### src/rtl/uhl_pkg.sv
package uhl_pkg;
    localparam int NUM_BANKS   = 2;
    localparam int BANK_W      = (NUM_BANKS > 1) ? $clog2(NUM_BANKS) : 1;
    localparam int ADDR_W      = 4;
    localparam int DATA_W      = 8;
    localparam int BANK_STRIDE = 8;
    localparam logic [ADDR_W-1:0] FLAG_ADDR = ADDR_W'(15);

    typedef struct packed {
        logic pre;
        logic tog;
        logic sync;
        logic iso;
        logic rsv;
        logic dir;
        logic en;
        logic arm;
    } ctrl_t;

    typedef struct packed {
        logic [BANK_W-1:0] bank;
        logic              dir;
        logic              tog;
        logic              pre;
        logic              iso;
        logic [DATA_W-1:0] base;
    } desc_t;

    function automatic logic [ADDR_W-1:0] ctrl_addr(input int idx);
        return ADDR_W'(idx * BANK_STRIDE);
    endfunction

    function automatic logic [ADDR_W-1:0] base_addr(input int idx);
        return ADDR_W'(idx * BANK_STRIDE + 1);
    endfunction

    // Builds the launch descriptor, qualifying toggle by direction
    // and preamble by the speed mode.
    function automatic desc_t make_desc(input logic [BANK_W-1:0] id,
                                        input ctrl_t c,
                                        input logic [DATA_W-1:0] b,
                                        input logic ls);
        desc_t d;
        d.bank = id;
        d.dir  = c.dir;
        d.tog  = c.dir & c.tog;
        d.pre  = c.pre & ~ls;
        d.iso  = c.iso;
        d.base = b;
        return d;
    endfunction
endpackage

### src/rtl/uhl_bank_regs.sv
module uhl_bank_regs
    import uhl_pkg::*;
#(
    parameter int IDX = 0
) (
    input  logic              clk,
    input  logic              rst,
    input  logic              wr_en,
    input  logic [ADDR_W-1:0] wr_addr,
    input  logic [DATA_W-1:0] wr_data,
    input  logic              low_speed,
    input  logic              sof_tick,
    input  logic              launch,
    input  logic              done,
    input  logic              in_flight,
    output ctrl_t             ctrl_q,
    output logic [DATA_W-1:0] base_q,
    output logic              ready
);
    localparam logic [ADDR_W-1:0] CA = ctrl_addr(IDX);
    localparam logic [ADDR_W-1:0] BA = base_addr(IDX);

    logic  wr_ctrl, wr_base;
    ctrl_t wr_c, ctrl_d;
    logic  pend_q, pend_d;
    logic  sof_seen_q, sof_seen_d;
    logic  need_sof;

    assign wr_ctrl  = wr_en && (wr_addr == CA);
    assign wr_base  = wr_en && (wr_addr == BA);
    assign wr_c     = ctrl_t'(wr_data);
    assign need_sof = ctrl_q.sync && !low_speed;

    always_comb begin
        ctrl_d = ctrl_q;
        pend_d = pend_q;
        if (done) begin
            ctrl_d.arm = pend_q;
            pend_d     = 1'b0;
        end
        if (wr_ctrl) begin
            ctrl_d     = wr_c;
            ctrl_d.rsv = 1'b0;
            if (in_flight && !done) begin
                ctrl_d.arm = ctrl_q.arm;
                pend_d     = wr_c.arm;
            end
        end
    end

    always_comb begin
        sof_seen_d = sof_seen_q;
        if (launch || wr_ctrl)
            sof_seen_d = 1'b0;
        else if (sof_tick)
            sof_seen_d = 1'b1;
    end

    always_ff @(posedge clk) begin
        if (rst) begin
            ctrl_q     <= '0;
            base_q     <= '0;
            pend_q     <= 1'b0;
            sof_seen_q <= 1'b0;
        end else begin
            ctrl_q     <= ctrl_d;
            pend_q     <= pend_d;
            sof_seen_q <= sof_seen_d;
            if (wr_base)
                base_q <= wr_data;
        end
    end

    assign ready = ctrl_q.en && ctrl_q.arm && !in_flight &&
                   (!need_sof || sof_seen_q);


    done_clears_arm_chk: assert property (@(posedge clk) disable iff (rst)
        done && !pend_q && !wr_ctrl |=> !ctrl_q.arm);

    launch_needs_armed_chk: assert property (@(posedge clk) disable iff (rst)
        launch |-> ctrl_q.en && ctrl_q.arm);

    sof_gate_chk: assert property (@(posedge clk) disable iff (rst)
        launch && ctrl_q.sync && !low_speed |-> sof_seen_q);

    arm_held_chk: assert property (@(posedge clk) disable iff (rst)
        in_flight && !done |-> ctrl_q.arm);
endmodule

### src/rtl/uhl_launcher.sv
module uhl_launcher
    import uhl_pkg::*;
(
    input  logic                              clk,
    input  logic                              rst,
    input  logic [NUM_BANKS-1:0]              ready,
    input  ctrl_t [NUM_BANKS-1:0]             ctrl,
    input  logic [NUM_BANKS-1:0][DATA_W-1:0]  base,
    input  logic                              low_speed,
    input  logic                              eng_done,
    output logic                              go,
    output desc_t                             desc,
    output logic                              busy,
    output logic [NUM_BANKS-1:0]              launch_vec,
    output logic [NUM_BANKS-1:0]              done_vec,
    output logic [NUM_BANKS-1:0]              in_flight_vec
);
    logic [BANK_W-1:0] sel, owner_q;
    logic              found, start;

    // Lowest index wins: scan downward so the last hit is the lowest.
    always_comb begin
        sel   = '0;
        found = 1'b0;
        for (int i = NUM_BANKS - 1; i >= 0; i--) begin
            if (ready[i]) begin
                sel   = BANK_W'(i);
                found = 1'b1;
            end
        end
    end

    assign start = !busy && found;

    for (genvar g = 0; g < NUM_BANKS; g++) begin : g_vec
        assign launch_vec[g]    = start && (sel == BANK_W'(g));
        assign in_flight_vec[g] = busy && (owner_q == BANK_W'(g));
        assign done_vec[g]      = eng_done && in_flight_vec[g];
    end

    always_ff @(posedge clk) begin
        if (rst) begin
            go      <= 1'b0;
            busy    <= 1'b0;
            owner_q <= '0;
            desc    <= '0;
        end else begin
            go <= start;
            if (start) begin
                busy    <= 1'b1;
                owner_q <= sel;
                desc    <= make_desc(sel, ctrl[sel], base[sel], low_speed);
            end else if (eng_done && busy) begin
                busy <= 1'b0;
            end
        end
    end


    single_flight_chk: assert property (@(posedge clk) disable iff (rst)
        go |-> $past(!busy));

    in_toggle_chk: assert property (@(posedge clk) disable iff (rst)
        go && !desc.dir |-> !desc.tog);

    pre_low_speed_chk: assert property (@(posedge clk) disable iff (rst)
        go && $past(low_speed) |-> !desc.pre);

    bank_a_first_chk: assert property (@(posedge clk) disable iff (rst)
        go && $past(ready[0]) |-> desc.bank == '0);
endmodule

### src/rtl/uhl_irq.sv
module uhl_irq
    import uhl_pkg::*;
(
    input  logic                 clk,
    input  logic                 rst,
    input  logic                 wr_en,
    input  logic [ADDR_W-1:0]    wr_addr,
    input  logic [NUM_BANKS-1:0] wr_bits,
    input  logic [NUM_BANKS-1:0] done_vec,
    output logic [NUM_BANKS-1:0] flags,
    output logic                 irq
);
    logic                 wr_flag;
    logic [NUM_BANKS-1:0] clr;

    assign wr_flag = wr_en && (wr_addr == FLAG_ADDR);
    assign clr     = wr_flag ? wr_bits : '0;

    always_ff @(posedge clk) begin
        if (rst)
            flags <= '0;
        else
            flags <= (flags & ~clr) | done_vec;
    end

    assign irq = |flags;

    for (genvar g = 0; g < NUM_BANKS; g++) begin : g_chk

        flag_set_chk: assert property (@(posedge clk) disable iff (rst)
            done_vec[g] |=> flags[g]);

        flag_clear_chk: assert property (@(posedge clk) disable iff (rst)
            wr_flag && wr_bits[g] && !done_vec[g] |=> !flags[g]);
    end
endmodule

### src/rtl/usb_host_xfer_launcher.sv
module usb_host_xfer_launcher
    import uhl_pkg::*;
(
    input  logic              clk,
    input  logic              rst,
    input  logic              reg_wr,
    input  logic [ADDR_W-1:0] reg_addr,
    input  logic [DATA_W-1:0] reg_wdata,
    output logic [DATA_W-1:0] reg_rdata,
    input  logic              low_speed,
    input  logic              sof_tick,
    input  logic              eng_done,
    output logic              launch_go,
    output logic [BANK_W-1:0] launch_bank,
    output logic              launch_out,
    output logic              launch_toggle,
    output logic              launch_preamble,
    output logic              launch_iso,
    output logic [DATA_W-1:0] launch_base,
    output logic              xfer_busy,
    output logic              irq
);
    ctrl_t [NUM_BANKS-1:0]             ctrl_all;
    logic  [NUM_BANKS-1:0][DATA_W-1:0] base_all;
    logic  [NUM_BANKS-1:0]             ready_vec, launch_vec, done_vec, in_flight_vec;
    logic  [NUM_BANKS-1:0]             flags;
    desc_t                             desc;

    for (genvar g = 0; g < NUM_BANKS; g++) begin : g_bank
        uhl_bank_regs #(.IDX(g)) u_bank (
            .clk       (clk),
            .rst       (rst),
            .wr_en     (reg_wr),
            .wr_addr   (reg_addr),
            .wr_data   (reg_wdata),
            .low_speed (low_speed),
            .sof_tick  (sof_tick),
            .launch    (launch_vec[g]),
            .done      (done_vec[g]),
            .in_flight (in_flight_vec[g]),
            .ctrl_q    (ctrl_all[g]),
            .base_q    (base_all[g]),
            .ready     (ready_vec[g])
        );
    end

    uhl_launcher u_launch (
        .clk           (clk),
        .rst           (rst),
        .ready         (ready_vec),
        .ctrl          (ctrl_all),
        .base          (base_all),
        .low_speed     (low_speed),
        .eng_done      (eng_done),
        .go            (launch_go),
        .desc          (desc),
        .busy          (xfer_busy),
        .launch_vec    (launch_vec),
        .done_vec      (done_vec),
        .in_flight_vec (in_flight_vec)
    );

    uhl_irq u_irq (
        .clk      (clk),
        .rst      (rst),
        .wr_en    (reg_wr),
        .wr_addr  (reg_addr),
        .wr_bits  (reg_wdata[NUM_BANKS-1:0]),
        .done_vec (done_vec),
        .flags    (flags),
        .irq      (irq)
    );

    always_comb begin
        reg_rdata = '0;
        for (int i = 0; i < NUM_BANKS; i++) begin
            if (reg_addr == ctrl_addr(i)) reg_rdata = ctrl_all[i];
            if (reg_addr == base_addr(i)) reg_rdata = base_all[i];
        end
        if (reg_addr == FLAG_ADDR) reg_rdata = DATA_W'(flags);
    end

    assign launch_bank     = desc.bank;
    assign launch_out      = desc.dir;
    assign launch_toggle   = desc.tog;
    assign launch_preamble = desc.pre;
    assign launch_iso      = desc.iso;
    assign launch_base     = desc.base;
endmodule

### config.mk
export PLATFORM = sky130hd
export DESIGN_NAME = usb_host_xfer_launcher
export DESIGN_NICKNAME = d
export VERILOG_FILES = /design/src/rtl/uhl_pkg.sv /design/src/rtl/uhl_bank_regs.sv /design/src/rtl/uhl_launcher.sv /design/src/rtl/uhl_irq.sv /design/src/rtl/usb_host_xfer_launcher.sv
export SDC_FILE = /design/constraint.sdc
export NUM_CORES = 1
export LEC_CHECK = 0
export BUFFER_PORTS_ARGS = -buffer_cell sky130_fd_sc_hd__clkbuf_2
export CAP_MARGIN = 10
export CORE_MARGIN = 4
export CORE_UTILIZATION = 59
export DETAILED_ROUTE_END_ITERATION = 12
export GPL_TIMING_DRIVEN = 0
export MAX_ROUTING_LAYER = met4
export PLACE_DENSITY_LB_ADDON = 0.3
export SLEW_MARGIN = 15
export SYNTH_ARGS = -nofsm -noshare
export SYNTH_HDL_FRONTEND = slang
export SYNTH_SLANG_ARGS = --single-unit
### constraint.sdc
create_clock -name clk -period 2.8 [get_ports clk]
set_input_delay 0.56 -clock clk [delete_from_list [all_inputs] [get_ports clk]]
set_output_delay 0.56 -clock clk [all_outputs]
set_load 0.05 [all_outputs]
======== Word-level counts from Yosys, hierarchy flattened ========
Index checks and enable logic that the tools add are counted.
storage, ports and cells
  register bits after elaboration ......... 51
  input bits .............................. 18
cells by class
  magnitude comparators ................... 1
  eq/ne operators ......................... 6
  muxes and demuxes ....................... 27
  bitwise operators ....................... 8
  reductions and logical operators ........ 44
operators by type and width
  kind                                                         count
  2-to-1 mux 8 bit                                             9
  logical AND 1 bit                                            23
  2-to-1 mux 1 bit                                             17
  == test 4 bit (second input constant)                        3
  logical NOT 1 bit                                            8
  nonzero test 2 bit                                           3
  OR reduction 2 bit                                           3
  == test 4 x 1 -> 1 bit (second input constant)               1
  logical NOT 4 bit                                            1
  logical OR 1 bit                                             4
  inequality test 2 bit (second input constant)                2
  AND reduction 2 bit                                          2
  NOT 1 bit                                                    3
  AND 1 bit                                                    2
  AND 2 bit                                                    1
  less-than comparator 1 x 2 -> 1 bit (second input constant)  1
  2-to-1 mux 2 bit                                             1
  NOT 2 bit                                                    1
  bitwise OR 2 bit                                             1

======== Depth between registers and ports, before layout ========
Gate-level depths: netlist of run 1.
  depth after elaboration ................. 11
  gate-level depth with buffers ........... 7

======== Cells and area by module ========
A second synthesis of run 1 with hierarchy kept.
second synthesis, totals
  cells, all modules ...................... 291
  area total of the unflattened synthesis .. 2,591.2 µm²
modules (own cells, without submodules)
  module                            times used  cells each  area an instance (µm²)  sequential area each (µm²)
  uhl_bank_regs (g_bank[1].u_bank)  1           86          784.5                   340.3
  uhl_bank_regs (g_bank[0].u_bank)  1           86          739.5                   340.3
  uhl_launcher                      1           89          685.7                   300.3
  usb_host_xfer_launcher            1           20          286.5                   0.0
  uhl_irq                           1           10          95.1                    40.0

======== Worst setup path after synthesis of run 1 ========
Ideal clock, no wire load.
  kind .................................... input -> output
  start point ............................. input port reg_addr[3]
  end point ............................... output port reg_rdata[1]
  arrival time ............................ 1,664 ps
  data required time ...................... 2,240 ps
  setup slack ............................. 576 ps
  stages on the path ...................... 3
  buffers on the path ..................... 1
  path through ............................ buf_2 > mux4_2 > a22o_1
between the ends
  cells in the longest elaborated chain, start to end .. 6
RTL lines
  element               RTL line                      text
  start: declaration    usb_host_xfer_launcher.sv:7   input logic [ADDR_W-1:0] reg_addr,
  logical NOT 4 bit     usb_host_xfer_launcher.sv:77  if (reg_addr == ctrl_addr(i)) reg_rdata = ctrl_all[i];
  2-to-1 mux 8 bit      usb_host_xfer_launcher.sv:77
  2-to-1 mux 8 bit      usb_host_xfer_launcher.sv:78  if (reg_addr == base_addr(i)) reg_rdata = base_all[i];
  2-to-1 mux 8 bit      usb_host_xfer_launcher.sv:77
  2-to-1 mux 8 bit      usb_host_xfer_launcher.sv:78
  2-to-1 mux 8 bit (*)  usb_host_xfer_launcher.sv:80  if (reg_addr == FLAG_ADDR) reg_rdata = DATA_W'(flags);
  end: declaration      usb_host_xfer_launcher.sv:9   output logic [DATA_W-1:0] reg_rdata,
Every way passes the cells marked *; elsewhere a longest branch is shown, timed or not.

======== Worst setup path after layout of run 1 ========
Same ends and word-level chain as after synthesis.

==> impl_results.md, run 1 <==
- Critical Path End Type: primary output
- Vias per cell: around 6.0
- RePlAce Congestion: 0.8993
- Syn Area/Cell: 8.846 um^2
- Synth area leader: dfxtp_1
- Via Count: around 2200
- Cell family with most CP delay: buffers and inverters
- Count of nets after finishing: approximately 340
- Fin area: 2756 um^2
- R2r startpoint: g_bank[0].u_bank.ctrl_q[5]$_SDFFE_PP0P_
- Die Ht: about 72 um
- Post-Syn Nets: 289
- Slowest CP cell: mux4_2
- Final Slew Violations: 0
- CTS tree: built
- CP peak stage delay: approximately 0.54 ns
- RSZ-0062 raised after global routing: no
- Final worst path period share: roughly 90%
- Pre-Repair DR Iteration Count: 4
- CTS Buf Count: 5
- CP Cell Sequence: clkbuf_2 -> buf_2 -> mux4_2 -> a22o_1 -> clkbuf_2
- Layout area overhead: 14.98%
- First-pass GRT wire length: slightly below 10000 um
- Synth top area share: 42.59%
- Slew at the pin with the worst max-slew slack: roughly 0.65 ns
- Clk_lat worst skew: 0.30 ns
- Worst Path Max Fanout: 10
- Most common cell in the netlist: dfxtp_1
- Clock tree sinks: 51
- GRT Util Overall: 25.21%
- Placed standard-cell area: around 2700 um^2
- Largest net degree at the start of global routing: 17
- Fill cells: between 200 and 300
- Total power: around 1.3 mW
- Final ANT Viol Nets: 0
- Period minus WS final: 2.528 ns
- Cts repair resizes: 0
- Placement Setup Slack: roughly 0.27 ns
- EDFF count, synth: 0
- Power Density: ~460 nW/um^2
- Row Count: 22
- Arr. time, crit path: approximately 2 ns
- Commonest cells post-synth: 51 x dfxtp_1, 46 x nand2_1, 35 x nor2_1
- Antenna violations before repair: 0
- Status: complete, no violations
- Async SR Flop Fraction: 0%
- HP Start: u_launch.desc[10]$_SDFFE_PP0N_
- Final setup TNS: 0 ns
- Most frequent CP cell: clkbuf_2
- Hold_buf cts: 0
- Post-CTS setup buffers: 0
- Setup crit start kind: primary input
- Clk slew on worst S/H paths: 0.09 ns
- Gr ovfl total: 0
- WP depth: 5
- Starting Density: 63.11%
- Die W: approximately 70 um
- Crit path buffers/inverters: 3
- ANT cells: 0
- Max Clk Rate: between 300 and 400 MHz
- Seq cells post-synth: about 50
- Fin Clk Skew: about 0.0052 ns
- Cell leakage power: approximately 1.1 nW
- Most common flop cell mapped by yosys: dfxtp_1
- Required time of the critical path: 2.24 ns
- Netlist Area Pre-Place: roughly 2400 um^2
- DR DRC count: 0
- Hold crit path type: register to register
- Cells after Synth: roughly 270
- I/O pins: between 40 and 50
- Finished Core Util: roughly 73%
- CP Class: primary input to primary output
- Layout cells sized above 1: approximately 22%
- Port bufs: 40
- Endpoints failing setup: 0
- Max-Cap Viols: 0
- Slew HR: between 50% and 60%
- Final Hold Fails: 0
- Final setup margin: roughly 0.27 ns
- Final Non-Filler Cells: about 370
- Die area: just over 5000 um^2
- WHS: between 0.4 and 0.5 ns
- CTS HTree Levels: 2
- R2R depth: 6
- DP HPWL: approximately 4400 um
- Core area: 3799 um^2
- Post-Place Cells: 359
- Number of global-route vias before repair: 2145
- Final WL: between 6000 and 7000 um
- Hold depth: 2
- Synth warnings: 0
- Synth area leaders: dfxtp_1 43%, mux2i_1 9.6%, nand2_1 7.2%
- Peak VDD IR: 0.0004848 V
- Iter 0 DRT Violations: ~180
- Drt wl/cell: around 17 um
- Sequential fraction of the synthesis area: a little over two fifths
- Deepest clock path buffer count: 2
- CP startpoint: reg_addr[3]
- Root buffer cell: clkbuf_8
- Yosys cell types: 38
## worst paths after layout
path,slack (ns),to
hold / removal,0.46,u_launch.desc[10]$_SDFFE_PP0N_
setup reg to reg,0.99,u_launch.desc[10]$_SDFFE_PP0N_
hold reg to reg,0.46,u_launch.desc[10]$_SDFFE_PP0N_
setup / recovery,0.27,reg_rdata[1]
## state kept, by name, summed over array words and instances, names as in the netlist
register,cells
g_bank.u_bank.pend_q,2
u_irq.flags,2
g_bank.u_bank.ctrl_q,14
u_launch.busy,1
u_launch.desc,12
u_launch.owner_q,1
g_bank.u_bank.sof_seen_q,2
g_bank.u_bank.base_q,16
u_launch.go,1
## report_power, final
group	internal [mW]	leakage (nW)	total, mW	switching [mW]
Sequential	0.733	0.412	0.739	0.00586
Clock	0.202	0.0474	0.448	0.246
Combinational	0.0308	0.609	0.0836	0.0528
## worst register-to-register path, cell delays in order (launching register included)
cell      delay [ns]
dfxtp_1         0.34
or3b_1          0.19
and3_1          0.15
clkbuf_1        0.40
nand2_1         0.14
a221o_1         0.37
a21oi_1         0.15
## cell type report
cell class,count,area [um^2],area share (%)
multi-input cells,203,1292,46.89
flip-flops and latches,51,1021,37.04
repair buffers,40,200.2,7.263
plain buffers,17,83.83,3.041
clock buffers,6,82.58,2.996
well taps,48,60.06,2.179
clock inverters,2,16.27,0.5901
## routing by layer
metal / track usage (%) / share of wire [%]
met1: 28.58 / 40
met4: 8.977 / 2.3
met5: - / 0
met2: 43.57 / 50
met3: 5.470 / 7.7
## logic make-up after synthesis
| kind of cell | after synthesis | synth area share [%] |
|---|---|---|
| buf+inv | 17 | 3.497 |
| flops | 51 | 42.59 |
| simple gates | 124 | 24.69 |
| mux | 30 | 16.18 |
| compound gates | 49 | 13.05 |
## cell usage in the layout (no fill, tap or decap), types with 5 or more instances in the layout
master    synthesis  final
and2_1            5      5
dfxtp_1          51     51
mux4_2            7      7
clkbuf_1          8      8
a21oi_1          23     23
nor3_1            5      5
buf_2             7      7
clkbuf_2          0     40
nor2_1           35     35
nand2_1          46     46
a21o_1           12     12
clkbuf_8          0      6
nand3_1          14     14
mux2i_1          23     23
Power figures use the tool's default switching activity.
==> run 2, diff against run 1 <==
--- a/config.mk
+++ b/config.mk
@@ -5,6 +5,7 @@
 export SDC_FILE = /design/constraint.sdc
 export NUM_CORES = 1
 export LEC_CHECK = 0
+export ABC_CLOCK_PERIOD_IN_PS = 2800
 export BUFFER_PORTS_ARGS = -buffer_cell sky130_fd_sc_hd__clkbuf_2
 export CAP_MARGIN = 10
 export CORE_MARGIN = 4
@@ -13,6 +14,7 @@
 export GPL_TIMING_DRIVEN = 0
 export MAX_ROUTING_LAYER = met4
 export PLACE_DENSITY_LB_ADDON = 0.3
+export SETUP_SLACK_MARGIN = 0.5
 export SLEW_MARGIN = 15
 export SYNTH_ARGS = -nofsm -noshare
 export SYNTH_HDL_FRONTEND = slang
==> run 2 against run 1 <==
Against the previous run: register-to-register slack about the same; combinational power increased by 17%; clock-buffer cell count did not move; wire length rose by 3.9%; largest cell class unchanged.
==> impl_results.md, run 2 (synthesis results as in run 1) <==
- Status: complete, no violations
- CTS Buf Count: 5
- Final WL: about 6400 um
- Crit path capture: reg_rdata[1]
- ANT cells: 0
- Clk_lat worst skew: approximately 0.31 ns
- Fill cells: 270
- Flop pwr share: between 50 and 60%
- Count of nets after finishing: 340
- Reg2Reg Setup Slack: 0.99 ns
- RSZ-0062 raised after global routing: yes
- Number of global-route vias before repair: roughly 2200
- Final worst path period share: about 82%
- RePlAce Congestion: approximately 0.9
- Comb pwr share: under 10%
- Final ANT Viol Nets: 0
- First-pass GRT wire length: 10210 um
- R2r startpoint: u_launch.busy$_SDFFE_PP0P_
- GRT Util Overall: about a quarter
- Period minus WS final: ~2.3 ns
- CTS tree: built
- Pint: approximately 1 mW
- Iter 0 DRT Violations: around 180
- Final setup TNS: 0 ns
- Slowest CP cell: mux4_2
- Routed wl met3: slightly below 500 um
- I/O pins: between 40 and 50
- Max-Cap Viols: 0
- Critical Path End Type: primary output
- DP HPWL: roughly 4400 um
- Fin Clk Skew: between 0.005 and 0.006 ns
- Power Density: ~450 nW/um^2
- CP startpoint: reg_addr[3]
- Net Sw Power: 0.3129 mW
- Via Count: approximately 2300
- Drt wl/cell: 17.24 um
- Sw frac: about 24%
- Die W: 71.75 um
- Final Slew Violations: 0
- Starting Density: between 60% and 70%
- CP Class: primary input to primary output
- Port bufs: 40
- Clock tree sinks: 51
- Top layer in use: met4
- Arr. time, crit path: 1.75 ns
- Gr ovfl total: 0
- Deepest clock path buffer count: 2
- Peak VDD IR: 0.0004870 V
- Pre-Repair DR Iteration Count: 5
- WHS: roughly 0.47 ns
- Root buffer cell: clkbuf_8
- Layout cells sized above 1: 23.53%
- Layout area overhead: 19.78%
- Endpoints failing setup: 0
- Register Area: about 1000 um^2
- Cell leakage power: around 1.1 nW
- CTS HTree Levels: 2
- Die area: about 5000 um^2
- CP Cell Sequence: clkbuf_2 -> buf_8 -> mux4_2 -> a22o_1 -> buf_4
- R2R depth: 7
- Met2 wire len: between 3000 and 4000 um
- Setup crit start kind: primary input
- Slew at the pin with the worst max-slew slack: approximately 0.66 ns
- Clk slew on worst S/H paths: 0.09 ns
- Clock power share: approximately a third
- Die Ht: 71.75 um
- Reg with most FFs: g_bank.u_bank.base_q
- Required time of the critical path: about 2.2 ns
- Row Count: 22
- Vias per cell: roughly 6
- Core area: approximately 3800 um^2
- Max reg flops: 16
- Largest net degree at the start of global routing: 17
- CP peak stage delay: ~0.49 ns
- Slew HR: a little under three fifths
- Final Hold Fails: 0
- Commonest cells after routing, fill and taps aside: 51 x dfxtp_1, 46 x nand2_1, 34 x nor2_1
- Footprint of the multi-input gates: 1297 um^2
- Reg-to-reg critical path endpoint: u_launch.desc[9]$_SDFFE_PP0N_
- DRT met1 WL: 2574 um
- Max Clk Rate: 433.5 MHz
- Antenna violations before repair: 0
- Most common cell after layout, fill and taps aside: dfxtp_1
- DR DRC count: 0
- Worst Path Max Fanout: 5
- Hold crit path type: register to register
- Biggest regs: g_bank.u_bank.base_q: 16 flops, g_bank.u_bank.ctrl_q: 14 flops, u_launch.desc: 12 flops
## run 2: changes by cell type in the layout (fill, tap and decap cells not counted), sizes merged
cell	before	now
clkbuf	54	48
buf	9	19
## run 2: worst min-delay path by stage
| stage | start | end | slack [ns] | cells after the start |
|---|---|---|---|---|
| 2_1_floorplan | g_bank[0].u_bank.ctrl_q[5]$_SDFFE_PP0P_ | g_bank[0].u_bank.ctrl_q[5]$_SDFFE_PP0P_ | 0.44 | 2 |
| 3_3_place_gp | u_launch.desc[10]$_SDFFE_PP0N_ | u_launch.desc[10]$_SDFFE_PP0N_ | 0.44 | 2 |
| 3_5_place_dp | u_launch.desc[7]$_SDFFE_PP0N_ | u_launch.desc[7]$_SDFFE_PP0N_ | 0.45 | 2 |
| 4_1_cts | u_launch.desc[10]$_SDFFE_PP0N_ | u_launch.desc[10]$_SDFFE_PP0N_ | 0.46 | 2 |
| 5_1_grt | u_launch.desc[10]$_SDFFE_PP0N_ | u_launch.desc[10]$_SDFFE_PP0N_ | 0.48 | 2 |
| 6_report | u_launch.desc[10]$_SDFFE_PP0N_ | u_launch.desc[10]$_SDFFE_PP0N_ | 0.47 | 2 |
## run 2: cell type report
cell class	instances	area share, %
Multi-Input combinational cell	203	45.19
Sequential cell	51	35.56
Timing Repair Buffer	44	10.20
Buffer	17	3.529
Clock buffer	6	2.876
Tap cell	48	2.092
Clock inverter	2	0.5664
## run 2: stage by stage
stage / instances / power, mW / cell area, um^2 / setup WS [ns] / util, %
global placement: 359 / 0.8362 / 2658 / 0.2789 / 69.96
detailed placement: 359 / 0.8380 / 2658 / 0.2674 / 69.96
floorplan: 271 / 0.8013 / 2397 / 0.5756 / -
CTS: 369 / 1.288 / 2850 / 0.4227 / 75.03
finish: 371 / 1.289 / 2872 / 0.4930 / 75.59
global route: 371 / 1.324 / 2872 / 0.4747 / 75.59
## run 2: power by group through the flow
stage	Combinational (mW)	Clock (mW)	Sequential [mW]
6_report	0.0980	0.452	0.739
2_1_floorplan	0.0478	0	0.754
5_1_grt	0.105	0.479	0.739
3_5_place_dp	0.0827	0	0.755
3_3_place_gp	0.0811	0	0.755
4_1_cts	0.0949	0.454	0.738
## run 2: critical path, delay by kind of cell
kind | cells | cell delay (ns)
multiplexers | 1 | 0.49
buffers and inverters | 3 | 0.45
AO/OA/AOI/OAI | 1 | 0.24
## run 2: repair_timing
item                                    CTS  global route
pin swaps                                 0             0
gates resized for setup                  16             9
cloned                                    1             0
endpoints found under the setup margin    8             6
setup buffers                             1             2
hold buffers                              0             0
## run 2: per-layer routing
layer / track usage [%] / vias up
li1: - / 1048
met1: 29.56 / 1088
met2: 44.90 / 104
met3: 6.311 / 22
met4: 9.603 / 0
met5: - / -
==> run 3, diff against run 2 <==
--- a/config.mk
+++ b/config.mk
@@ -5,11 +5,11 @@
 export SDC_FILE = /design/constraint.sdc
 export NUM_CORES = 1
 export LEC_CHECK = 0
-export ABC_CLOCK_PERIOD_IN_PS = 2800
+export ABC_CLOCK_PERIOD_IN_PS = 2050
 export BUFFER_PORTS_ARGS = -buffer_cell sky130_fd_sc_hd__clkbuf_2
 export CAP_MARGIN = 10
 export CORE_MARGIN = 4
-export CORE_UTILIZATION = 59
+export CORE_UTILIZATION = 50
 export DETAILED_ROUTE_END_ITERATION = 12
 export GPL_TIMING_DRIVEN = 0
 export MAX_ROUTING_LAYER = met4
==> constraint.sdc (replaced) <==
create_clock -name clk -period 2.05 [get_ports clk]
set_input_delay 0.41 -clock clk [delete_from_list [all_inputs] [get_ports clk]]
set_output_delay 0.41 -clock clk [all_outputs]
set_load 0.05 [all_outputs]
==> run 3 against run 2 <==
Against the previous run: clock skew about the same; combinational power up 70%; first-iteration DRC count up 6.0%; largest power group unchanged; highest routed layer unchanged; critical endpoint unchanged.
==> impl_results.md, run 3 (synthesis results as in run 1) <==
- Final Hold Fails: 0
- Endpoints failing setup: 0
- Die area: 5967 um^2
- CTS Buf Count: 5
- I/O pins: 42
- Setup crit start kind: primary input
- RePlAce Congestion: 0.8765
- Core area: 4504 um^2
- Crit path buffers/inverters: 3
- Via Count: ~2300
- Status: complete, no violations
- Final ANT Viol Nets: 0
- Routed wl met3: around 430 um
- CP Class: primary input to primary output
- Iter 0 DRT Violations: ~190
- Hold crit path type: primary input to register
- Arr. time, crit path: 1.58 ns
- ANT cells: 0
- Biggest regs: g_bank.u_bank.base_q: 16 flops, g_bank.u_bank.ctrl_q: 14 flops, u_launch.desc: 12 flops
- Final Slew Violations: 0
- Clock power share: between 30% and 40%
- Reg with most FFs: g_bank.u_bank.base_q
- CP peak stage delay: roughly 0.52 ns
- CTS HTree Levels: 2
- Final WL: 7316 um
- Finished Core Util: about three quarters
- Most frequent CP cell: clkbuf_16
- Max-Cap Viols: 0
- Power Density: around 530 nW/um^2
- Placed standard-cell area: between 2000 and 3000 um^2
- Vias per cell: 5.980
- Final Non-Filler Cells: ~400
- Fin Clk Skew: about 0.0050 ns
- Clock tree sinks: 51
- RSZ-0062 raised after global routing: yes
- Max Clk Rate: 503.2 MHz
- Clk slew on worst S/H paths: 0.09 ns
- Port bufs: 40
- Final setup TNS: 0 ns
- Post-Place Cells: 363
- Number of global-route vias before repair: between 2000 and 2500
- Gr ovfl total: 0
- Comb pwr share: a little under a tenth
- Required time of the critical path: roughly 1.6 ns
- Top layer in use: met4
- Slowest CP cell: mux4_2
- Pint: between 1 and 1.5 mW
- Max reg flops: 16
- Placement Setup Slack: -0.08217 ns
- Layout cells sized above 1: approximately 43%
- Antenna violations before repair: 0
- Worst Path Max Fanout: 3
- Root buffer cell: clkbuf_8
- Die W: a little under 80 um
- Row Count: 24
- Slew HR: approximately 53%
- Pre-Repair DR Iteration Count: 5
- Commonest cells after routing, fill and taps aside: 42 x dfxtp_1, 35 x nand2_1, 32 x nor2_1
- Fin area: 3408 um^2
- Final worst path period share: 96.95%
- Cell family with most CP delay: multiplexers
- Count of nets after finishing: about 360
- Layout area overhead: 42.17%
- Cell leakage power: 1.301 nW
- CP Cell Sequence: clkbuf_16 -> buf_12 -> mux4_2 -> a22o_4 -> clkbuf_16
- DRT met1 WL: 2947 um
- Slew at the pin with the worst max-slew slack: slightly above 0.7 ns
- Net Sw Power: 0.4229 mW
- Final setup margin: around 0.063 ns
- Clk_lat worst skew: 0.30 ns
- Met2 wire len: around 3800 um
- Critical Path End Type: primary output
- GRT Util Overall: between 20% and 30%
- Most common cell after layout, fill and taps aside: dfxtp_1
- Starting Density: between 50% and 60%
- Die Ht: slightly below 80 um
- First-pass GRT wire length: about 12000 um
- Sw frac: a little under a quarter
- DP HPWL: approximately 4600 um
- Deepest clock path buffer count: 2
- Peak VDD IR: 0.0004335 V
- CTS tree: built
- Flop pwr share: 55.9%
- Period minus WS final: 1.987 ns
- Drt wl/cell: ~19 um
- Largest net degree at the start of global routing: 15
- DR DRC count: 0
## run 3: cell types whose count changed in the layout (fill, tap and decap cells not counted), sizes merged
| cell | change |
|---|---|
| clkinv | -1 |
| buf | +18 |
| clkinvlp | -1 |
## run 3: cell type report
class                      count  area, um^2
multi-input combinational    203        1534
fill                         315        1096
sequential                    51        1035
timing repair buffer          60       523.0
buffer                        17       151.4
clock buffer                   8       100.1
tap                           52       65.06
## run 3: final timing paths
| kind | cells past startpoint | slack (ns) | from | to |
|---|---|---|---|---|
| setup / recovery | 5 | 0.06 | reg_addr[3] | reg_rdata[1] |
| hold reg to reg | 2 | 0.47 | u_launch.desc[11]$_SDFFE_PP0N_ | u_launch.desc[11]$_SDFFE_PP0N_ |
| hold / removal | 2 | 0.35 | rst | g_bank[0].u_bank.ctrl_q[0]$_SDFFE_PP0P_ |
| setup reg to reg | 6 | 0.34 | u_launch.busy$_SDFFE_PP0P_ | u_launch.desc[9]$_SDFFE_PP0N_ |
## run 3: timing repair
action / 4_1_cts / 5_1_grt
setup buffers: 14 / 5
endpoints found under the setup margin: 35 / 35
hold endpoints to repair: 0 / 0
pin swaps: 22 / 10
hold buffers: 0 / 0
gates resized for setup: 66 / 40
gates cloned: 1 / 0
## run 3: per-stage QoR
stage | hold WS, ns | power [mW]
global route | 0.3437 | 1.864
finish | 0.3486 | 1.807
detailed placement | 0.4478 | 1.158
CTS | 0.3428 | 1.796
global placement | 0.4409 | 1.155
floorplan | 0.4411 | 1.104
## run 3: power by group through the flow
stage,sequential (mW),clock (mW),combinational (mW)
floorplan,1.03,0,0.0763
global placement,1.03,0,0.125
detailed placement,1.03,0,0.127
CTS,1.01,0.635,0.154
global route,1.01,0.675,0.178
finish,1.01,0.631,0.167
## run 3: per-layer routing
layer  vias to the layer above  track usage [%]
met5                         -                -
met4                         0            9.431
met3                        20            3.747
met2                        95            42.92
met1                      1143            30.04
li1                       1080                -
